File: config.mk
export PLATFORM = sky130hd
export DESIGN_NAME = adc_seq_top
export DESIGN_NICKNAME = d
export VERILOG_FILES = /design/src/rtl/adc_seq_pkg.sv /design/src/rtl/adc_seq_start.sv /design/src/rtl/adc_seq_budget.sv /design/src/rtl/adc_seq_accum.sv /design/src/rtl/adc_seq_top.sv
export SDC_FILE = /design/constraint.sdc
export NUM_CORES = 1
export LEC_CHECK = 0
export ABC_AREA = 1
export BUFFER_PORTS_ARGS = -buffer_cell sky130_fd_sc_hd__buf_4
export CAP_MARGIN = 20
export CORE_MARGIN = 3
export CORE_UTILIZATION = 50
export DETAILED_ROUTE_END_ITERATION = 10
export GPL_ROUTABILITY_DRIVEN = 0
export GPL_TIMING_DRIVEN = 0
export PLACE_DENSITY = 0.84
export RECOVER_POWER = 50
export SETUP_SLACK_MARGIN = 0.05
export SLEW_MARGIN = 0
export SYNTH_ARGS = -nofsm -noshare
export SYNTH_HDL_FRONTEND = slang
export SYNTH_HIERARCHICAL = 1
export SYNTH_SLANG_ARGS = --single-unit
File: constraint.sdc
create_clock -name clk -period 3.7 [get_ports clk]
set_input_delay 0.185 -clock clk [delete_from_list [all_inputs] [get_ports clk]]
set_output_delay 0.185 -clock clk [all_outputs]
set_load 0.05 [all_outputs]
File: src/rtl/adc_seq_pkg.sv
package adc_seq_pkg;

    localparam int DIV_W     = 5;   // SAR divider field width
    localparam int TK_W      = 2;   // tracking-length code width
    localparam int PWR_W     = 4;   // power-up field width
    localparam int CONV_SAR  = 13;  // SAR periods per conversion
    localparam int EDGE_FCLK = 2;   // extra FCLK cycles per phase

    typedef enum logic [2:0] {
        ST_OFF,
        ST_IDLE,
        ST_PWRUP,
        ST_TRACK,
        ST_CONV
    } seq_state_t;

    localparam logic [1:0] TM_RSVD = 2'b00;
    localparam logic [1:0] TM_POST = 2'b01;
    localparam logic [1:0] TM_PRE  = 2'b10;
    localparam logic [1:0] TM_DUAL = 2'b11;

    localparam logic [1:0] SRC_SW   = 2'b00;
    localparam logic [1:0] SRC_TMR3 = 2'b01;
    localparam logic [1:0] SRC_EXT  = 2'b10;
    localparam logic [1:0] SRC_TMR2 = 2'b11;

    function automatic logic [4:0] rpt_count(input logic [1:0] sel);
        unique case (sel)
            2'b00:   rpt_count = 5'd1;
            2'b01:   rpt_count = 5'd4;
            2'b10:   rpt_count = 5'd8;
            default: rpt_count = 5'd16;
        endcase
    endfunction

endpackage

File: src/rtl/adc_seq_start.sv
module adc_seq_start
    import adc_seq_pkg::*;
(
    input  logic       clk,
    input  logic       rst_n,
    input  logic [1:0] src_sel,
    input  logic       sw_start,
    input  logic       tmr3_ovf,
    input  logic       ext_start,
    input  logic       tmr2_ovf,
    output logic       start_req
);

    logic ext_q;

    always_ff @(posedge clk) begin
        if (!rst_n) ext_q <= 1'b0;
        else        ext_q <= ext_start;
    end

    always_comb begin
        unique case (src_sel)
            SRC_SW:   start_req = sw_start;
            SRC_TMR3: start_req = tmr3_ovf;
            SRC_EXT:  start_req = ext_start & ~ext_q;
            default:  start_req = tmr2_ovf;
        endcase
    end

endmodule

File: src/rtl/adc_seq_budget.sv
module adc_seq_budget
    import adc_seq_pkg::*;
#(
    parameter int CNT_W    = 10,
    parameter int PWR_UNIT = 20
) (
    input  logic [DIV_W-1:0] sar_div,
    input  logic [TK_W-1:0]  trk_len,
    input  logic [PWR_W-1:0] pwr_time,
    output logic [CNT_W-1:0] trk_cyc,
    output logic [CNT_W-1:0] conv_cyc,
    output logic [CNT_W-1:0] pwr_cyc
);

    logic [DIV_W:0] sar_per;
    logic [PWR_W:0] pwr_units;

    assign sar_per   = {1'b0, sar_div} + {{DIV_W{1'b0}}, 1'b1};
    assign pwr_units = {1'b0, pwr_time} + {{PWR_W{1'b0}}, 1'b1};

    always_comb begin
        trk_cyc  = (CNT_W'(sar_per) << (int'(trk_len) + 1)) + CNT_W'(EDGE_FCLK);
        conv_cyc = CNT_W'(sar_per) * CNT_W'(CONV_SAR) + CNT_W'(EDGE_FCLK);
        pwr_cyc  = CNT_W'(pwr_units) * CNT_W'(PWR_UNIT);
    end

endmodule

File: src/rtl/adc_seq_accum.sv
module adc_seq_accum #(
    parameter int SAMPLE_W = 12,
    parameter int RES_W    = 16
) (
    input  logic                clk,
    input  logic                rst_n,
    input  logic                clear,
    input  logic                take,
    input  logic                last,
    input  logic [SAMPLE_W-1:0] sample_in,
    output logic [RES_W-1:0]    result
);

    logic [RES_W-1:0] acc;
    logic [RES_W-1:0] acc_sum;

    assign acc_sum = acc + RES_W'(sample_in);

    always_ff @(posedge clk) begin
        if (!rst_n) begin
            acc    <= '0;
            result <= '0;
        end else if (clear) begin
            acc <= '0;
        end else if (take) begin
            if (last) begin
                result <= acc_sum;
                acc    <= '0;
            end else begin
                acc <= acc_sum;
            end
        end
    end

endmodule

File: src/rtl/adc_seq_top.sv
module adc_seq_top
    import adc_seq_pkg::*;
#(
    parameter int SAMPLE_W = 12,
    parameter int PWR_UNIT = 20
) (
    input  logic                  clk,
    input  logic                  rst_n,
    input  logic                  enable,
    input  logic                  burst_en,
    input  logic [1:0]            src_sel,
    input  logic [1:0]            trk_mode,
    input  logic [TK_W-1:0]       trk_len,
    input  logic [DIV_W-1:0]      sar_div,
    input  logic [PWR_W-1:0]      pwr_time,
    input  logic [1:0]            rpt_sel,
    input  logic                  sw_start,
    input  logic                  tmr3_ovf,
    input  logic                  ext_start,
    input  logic                  tmr2_ovf,
    input  logic                  done_clr,
    input  logic [SAMPLE_W-1:0]   sample_in,
    output logic                  pwr_on,
    output logic                  track_en,
    output logic                  busy,
    output logic                  sample_take,
    output logic                  done_flag,
    output logic [SAMPLE_W+3:0]   result
);

    localparam int RES_W    = SAMPLE_W + 4;
    localparam int MAX_PER  = 1 << DIV_W;
    localparam int MAX_TRK  = MAX_PER * (1 << (1 << TK_W)) + EDGE_FCLK;
    localparam int MAX_CONV = MAX_PER * CONV_SAR + EDGE_FCLK;
    localparam int MAX_PWR  = (1 << PWR_W) * PWR_UNIT;
    localparam int MAX_TC   = (MAX_TRK > MAX_CONV) ? MAX_TRK : MAX_CONV;
    localparam int MAX_ALL  = (MAX_TC > MAX_PWR) ? MAX_TC : MAX_PWR;
    localparam int CNT_W    = $clog2(MAX_ALL + 1);

    seq_state_t       state, state_n;
    logic [CNT_W-1:0] cnt, cnt_n;
    logic [4:0]       conv_cnt, conv_cnt_n;
    logic [CNT_W-1:0] trk_cyc, conv_cyc, pwr_cyc;
    logic [1:0]       mode_eff;
    logic             start_req, run_ok, last_conv, phase_end, series_end;

    adc_seq_start u_start (
        .clk       (clk),
        .rst_n     (rst_n),
        .src_sel   (src_sel),
        .sw_start  (sw_start),
        .tmr3_ovf  (tmr3_ovf),
        .ext_start (ext_start),
        .tmr2_ovf  (tmr2_ovf),
        .start_req (start_req)
    );

    adc_seq_budget #(.CNT_W(CNT_W), .PWR_UNIT(PWR_UNIT)) u_budget (
        .sar_div  (sar_div),
        .trk_len  (trk_len),
        .pwr_time (pwr_time),
        .trk_cyc  (trk_cyc),
        .conv_cyc (conv_cyc),
        .pwr_cyc  (pwr_cyc)
    );

    // Effective tracking policy: reserved code and burst tracking-first fold to dual.
    always_comb begin
        mode_eff = trk_mode;
        if (trk_mode == TM_RSVD)             mode_eff = TM_DUAL;
        else if (burst_en && trk_mode == TM_PRE) mode_eff = TM_DUAL;
    end

    assign run_ok     = enable | burst_en;
    assign phase_end  = (cnt == '0);
    assign last_conv  = ((conv_cnt + 5'd1) >= rpt_count(rpt_sel));
    assign series_end = run_ok && (state == ST_CONV) && phase_end && last_conv;

    // Next-state logic
    always_comb begin
        state_n    = state;
        cnt_n      = phase_end ? cnt : cnt - CNT_W'(1);
        conv_cnt_n = conv_cnt;
        if (!run_ok) begin
            state_n    = ST_OFF;
            cnt_n      = '0;
            conv_cnt_n = '0;
        end else begin
            unique case (state)
                ST_OFF: state_n = ST_IDLE;
                ST_IDLE: begin
                    if (start_req) begin
                        if (mode_eff == TM_PRE) begin
                            state_n = ST_CONV;
                            cnt_n   = conv_cyc - CNT_W'(1);
                        end else if (burst_en && !enable) begin
                            state_n = ST_PWRUP;
                            cnt_n   = pwr_cyc - CNT_W'(1);
                        end else begin
                            state_n = ST_TRACK;
                            cnt_n   = trk_cyc - CNT_W'(1);
                        end
                    end
                end
                ST_PWRUP: begin
                    if (phase_end) begin
                        state_n = ST_TRACK;
                        cnt_n   = trk_cyc - CNT_W'(1);
                    end
                end
                ST_TRACK: begin
                    if (phase_end) begin
                        state_n = ST_CONV;
                        cnt_n   = conv_cyc - CNT_W'(1);
                    end
                end
                ST_CONV: begin
                    if (phase_end) begin
                        if (last_conv) begin
                            state_n    = ST_IDLE;
                            conv_cnt_n = '0;
                        end else begin
                            conv_cnt_n = conv_cnt + 5'd1;
                            if (burst_en) begin
                                state_n = ST_TRACK;
                                cnt_n   = trk_cyc - CNT_W'(1);
                            end else begin
                                state_n = ST_IDLE;
                            end
                        end
                    end
                end
                default: state_n = ST_OFF;
            endcase
        end
    end

    // State register
    always_ff @(posedge clk) begin
        if (!rst_n) begin
            state     <= ST_OFF;
            cnt       <= '0;
            conv_cnt  <= '0;
            done_flag <= 1'b0;
        end else begin
            state    <= state_n;
            cnt      <= cnt_n;
            conv_cnt <= conv_cnt_n;
            if (series_end)    done_flag <= 1'b1;
            else if (done_clr) done_flag <= 1'b0;
        end
    end

    // Outputs
    always_comb begin
        busy        = (state == ST_CONV);
        sample_take = run_ok && (state == ST_CONV) && phase_end;
        track_en    = (state == ST_TRACK) ||
                      ((state == ST_IDLE) && enable && (mode_eff != TM_POST));
        pwr_on      = (state == ST_PWRUP) || (state == ST_TRACK) ||
                      (state == ST_CONV)  || ((state == ST_IDLE) && enable);
    end

    adc_seq_accum #(.SAMPLE_W(SAMPLE_W), .RES_W(RES_W)) u_accum (
        .clk       (clk),
        .rst_n     (rst_n),
        .clear     (!run_ok),
        .take      (sample_take),
        .last      (last_conv),
        .sample_in (sample_in),
        .result    (result)
    );

endmodule

==> impl_metrics.py <==
metrics = {
    "synth": {
        "synth_warnings": 6,
        "seq_area_frac_synth_pct": 17.0,
        "synth_top_area_cell": "nand2_1",
        "syn_avg_cell_area_um2": 6.11,
        "synth_edf_count": 0,
        "syn-instance-count": 1002,
        "synth.top_cell.area_share_pct": 17.1,
        "async_reset_ff_share_pct": 0,
        "ys_top_cells_by_area": "nand2_1 17%, dfxtp_1 17%, ha_1 9.6%",
        "synth_cell_types": 51,
        "synth_area_um2": 6130,
        "ys_ff_latch": 52,
        "synthFlopType": "dfxtp_1",
    },
    "drt": {
        "routed_wl_um": 16000,
        "drc_errors": 0,
        "drtIter0Drc": 518,
        "wl_per_cell_um": 13.1,
        "ant_nets": 0,
        "vias": 6399,
        "avgViaCountPerCell": 5.25,
        "firstDrtPassIters": 9,
    },
    "floorplan": {
        "die-height_um": 117,
        "core-area_um2": 11700,
        "die_width_um": 117,
        "start_util_pct": 52.3,
        "dieArea_um2": 13600,
        "rows": 39,
        "ioPinCount": 59,
    },
    "finish": {
        "fin_area_um2": 6870,
        "register_area_um2": 1040,
        "final_core_util_pct": 58.7,
        "fillCellCount": 1138,
        "fin_nets": 1165,
        "instances_no_fill": 1219,
        "final_layout_size_suffix_gt1_share_pct": 15.6,
        "multiInputGateArea_um2": 4300,
        "syn2layout_area_growth_pct": 12.1,
        "diodes": 0,
    },
    "clock_tree": {
        "cts_root_buf": "clkbuf_16",
        "clockBufferDepth": 2,
        "path_clk_slew_ns": 0.07,
        "cts.sinks": 52,
        "cts-htree-levels": 2,
        "clk_latency_ns": 0.29,
        "cts_tree": "yes",
        "cts_buffers": 5,
        "cts_hold_buf": 0,
    },
    "sta": {
        "setup_viol": 0,
        "slew_headroom_pct": 55.6,
        "period_minus_slack_ns": 3.46,
        "maxSlewViolCount": 0,
        "timing.fmax_mhz": 289,
        "finalClockSkew_ns": 0.00961,
        "hold_violations": 0,
        "period_share_pct": 93.5,
        "tightest_slew_ns": 0.669,
        "whs_ns": 0.0847,
    },
    "pwr": {
        "p_leak_nw": 3.55,
        "total_power_w": 0.00335,
        "power_density_nw_per_um2": 488,
        "vdd_drop_max_mv": 0.341,
    },
    "worst_setup_path": {
        "cp.arrival_ns": 3.64,
        "critPathMaxFanout": 4,
        "worstSetupEndpointType": "flip-flop",
        "cp-start-kind": "input pin",
        "cp.required_ns": 3.88,
        "critPathKind": "input pin to flip-flop",
    },
    "placement": {
        "placed_area_um2": 6730,
        "dp.cells": 1202,
        "dpl.hpwl_um": 12700,
        "port_buffers": 56,
    },
    "run": {
        "cap_viol_max_count": 0,
    },
    "run_status": {
        "outcome": "completed",
    },
    "global_route": {
        "antenna_found_initial": 0,
        "grt_pass1_vias": 5818,
        "overflow": 0,
        "grt_max_degree": 20,
        "grt_usage_pct": 23.0,
        "grt_pass1_wl_um": 26000,
    },
    "hold_path": {
        "hold_path.class": "input pin to flip-flop",
    },
}
-- kinds of logic after synthesis --
family	count (synthesis)	share of synthesized area (%)
fa+ha+maj	52	11.2
buf+inv	178	12.7
other cells	1	0.0612
flops	52	17.0
simple gates	573	43.5
xor+xnor	35	5.13
compound gates	111	10.5
-- flip-flops by register name, indices dropped and copies added (netlist names) --
signal and flops:
u_accum/result 16, u_start/ext_q 1, state 3, done_flag 1, conv_cnt 5, u_accum/acc 16
cnt 10
-- area by class of cell --
type / instances / share of cell area, %
plain buffers: 23 / 2.88
clock buffers: 5 / 1.82
clock inverters: 3 / 0.419
inverters: 155 / 8.52
multi-input cells: 773 / 62.6
flip-flops and latches: 52 / 15.2
well taps: 143 / 2.60
repair buffers: 65 / 5.96
-- layout by cell type (no fill, tap or decap), types with 6 or more instances in the layout --
master    netlist  routed
nand4_1        18      18
ha_1           47      44
xnor2_1        13      11
nand2_2        20      21
buf_6           5       6
clkbuf_1        3      24
dfxtp_1        52      52
o21ai_1        15      15
o21ai_0        22      22
xor2_1         21      21
nand2_1       279     279
buf_4           7      50
nand3_1        88      90
inv_1         134     135
nor2_2          8       8
a21oi_2         5       7
inv_2          21      19
nand3_2        13      12
nor2_1        118     121
a21oi_1        50      48
-- synth_stat cells (3+ instances only) --
| cell type | count |
|---|---|
| nand2_2 | 20 |
| nand4_1 | 18 |
| buf_2 | 5 |
| xor2_1 | 21 |
| nor2_8 | 3 |
| ha_1 | 47 |
| fa_1 | 5 |
| dfxtp_1 | 52 |
| a21oi_1 | 50 |
| nor2_4 | 5 |
| nor2_2 | 8 |
| buf_4 | 7 |
| nand3_1 | 88 |
| o21ai_0 | 22 |
| inv_1 | 134 |
| nor3_2 | 5 |
| xnor2_1 | 13 |
| nand3_2 | 13 |
| nor3_1 | 3 |
| buf_6 | 5 |
| a21oi_2 | 5 |
| nand2_1 | 279 |
| o21ai_2 | 3 |
| o21ai_1 | 15 |
| o211ai_1 | 4 |
| inv_2 | 21 |
| nor2_1 | 118 |
| clkbuf_1 | 3 |
-- layer usage --
| layer | up-vias | global-route usage [%] | part of all wire [%] | wire length [um] |
|---|---|---|---|---|
| li1 | 3320 | - | - | - |
| met2 | 211 | 37.7 | 45 | 7210 |
| met4 | 0 | 7.34 | 2.5 | 400 |
| met1 | 2827 | 31.7 | 47 | 7450 |
| met5 | - | 0 | 0 | 0 |
| met3 | 41 | 2.33 | 5.6 | 892 |
-- report_power, final --
group          leakage (nW)  internal, W  switching (W)
clock network        0.0767     0.000261       0.000230
registers             0.421     0.000619      0.0000609
logic                  3.05     0.000800        0.00138
total                  3.55      0.00168        0.00167
-- critical path, cell delays in order --
cell	delay, ns
buf_4	0.10
buf_6	0.11
clkinvlp_4	0.11
ha_4	0.30
inv_1	0.07
ha_1	0.28
inv_1	0.05
fa_1	0.53
inv_1	0.06
ha_4	0.23
a21oi_2	0.15
nand2_2	0.09
a21oi_2	0.14
nor2_1	0.05
nor2_1	0.13
xor2_1	0.09
buf_4	0.15
nor2_1	0.14
nand3_1	0.12
nand3_1	0.13
nand2_1	0.07
nand2_1	0.06
nand3_1	0.07
nor2_1	0.15
nor2_1	0.06
-- final timing paths --
kind	slack, ns	depth (start not counted)	endpoint	start
hold reg to reg	0.47	2	u_accum/acc[6]	u_accum/acc[6]
setup / recovery	0.24	25	cnt[9]	sar_div[0]
hold / removal	0.08	3	u_start/ext_q	ext_start
setup reg to reg	0.65	11	u_accum/acc[5]	cnt[0]
-- through the flow --
stage / setup TNS (ns) / setup slack (ns)
after global placement: -0.637 / -0.357
after CTS: 0 / 0.157
after detailed placement: -0.834 / -0.409
final: 0 / 0.241
after global routing: -0.00982 / -0.00846
after floorplan: 0 / 0.219
-- timing repair --
item / 4_1_cts / 5_1_grt
hold endpoints to repair: 0 / 0
buffers inserted: 1 / 8
endpoints found under the setup margin: 2 / 4
resized for setup: 3 / 9
pin swaps: 1 / 12
Power figures use the tool's default switching activity.
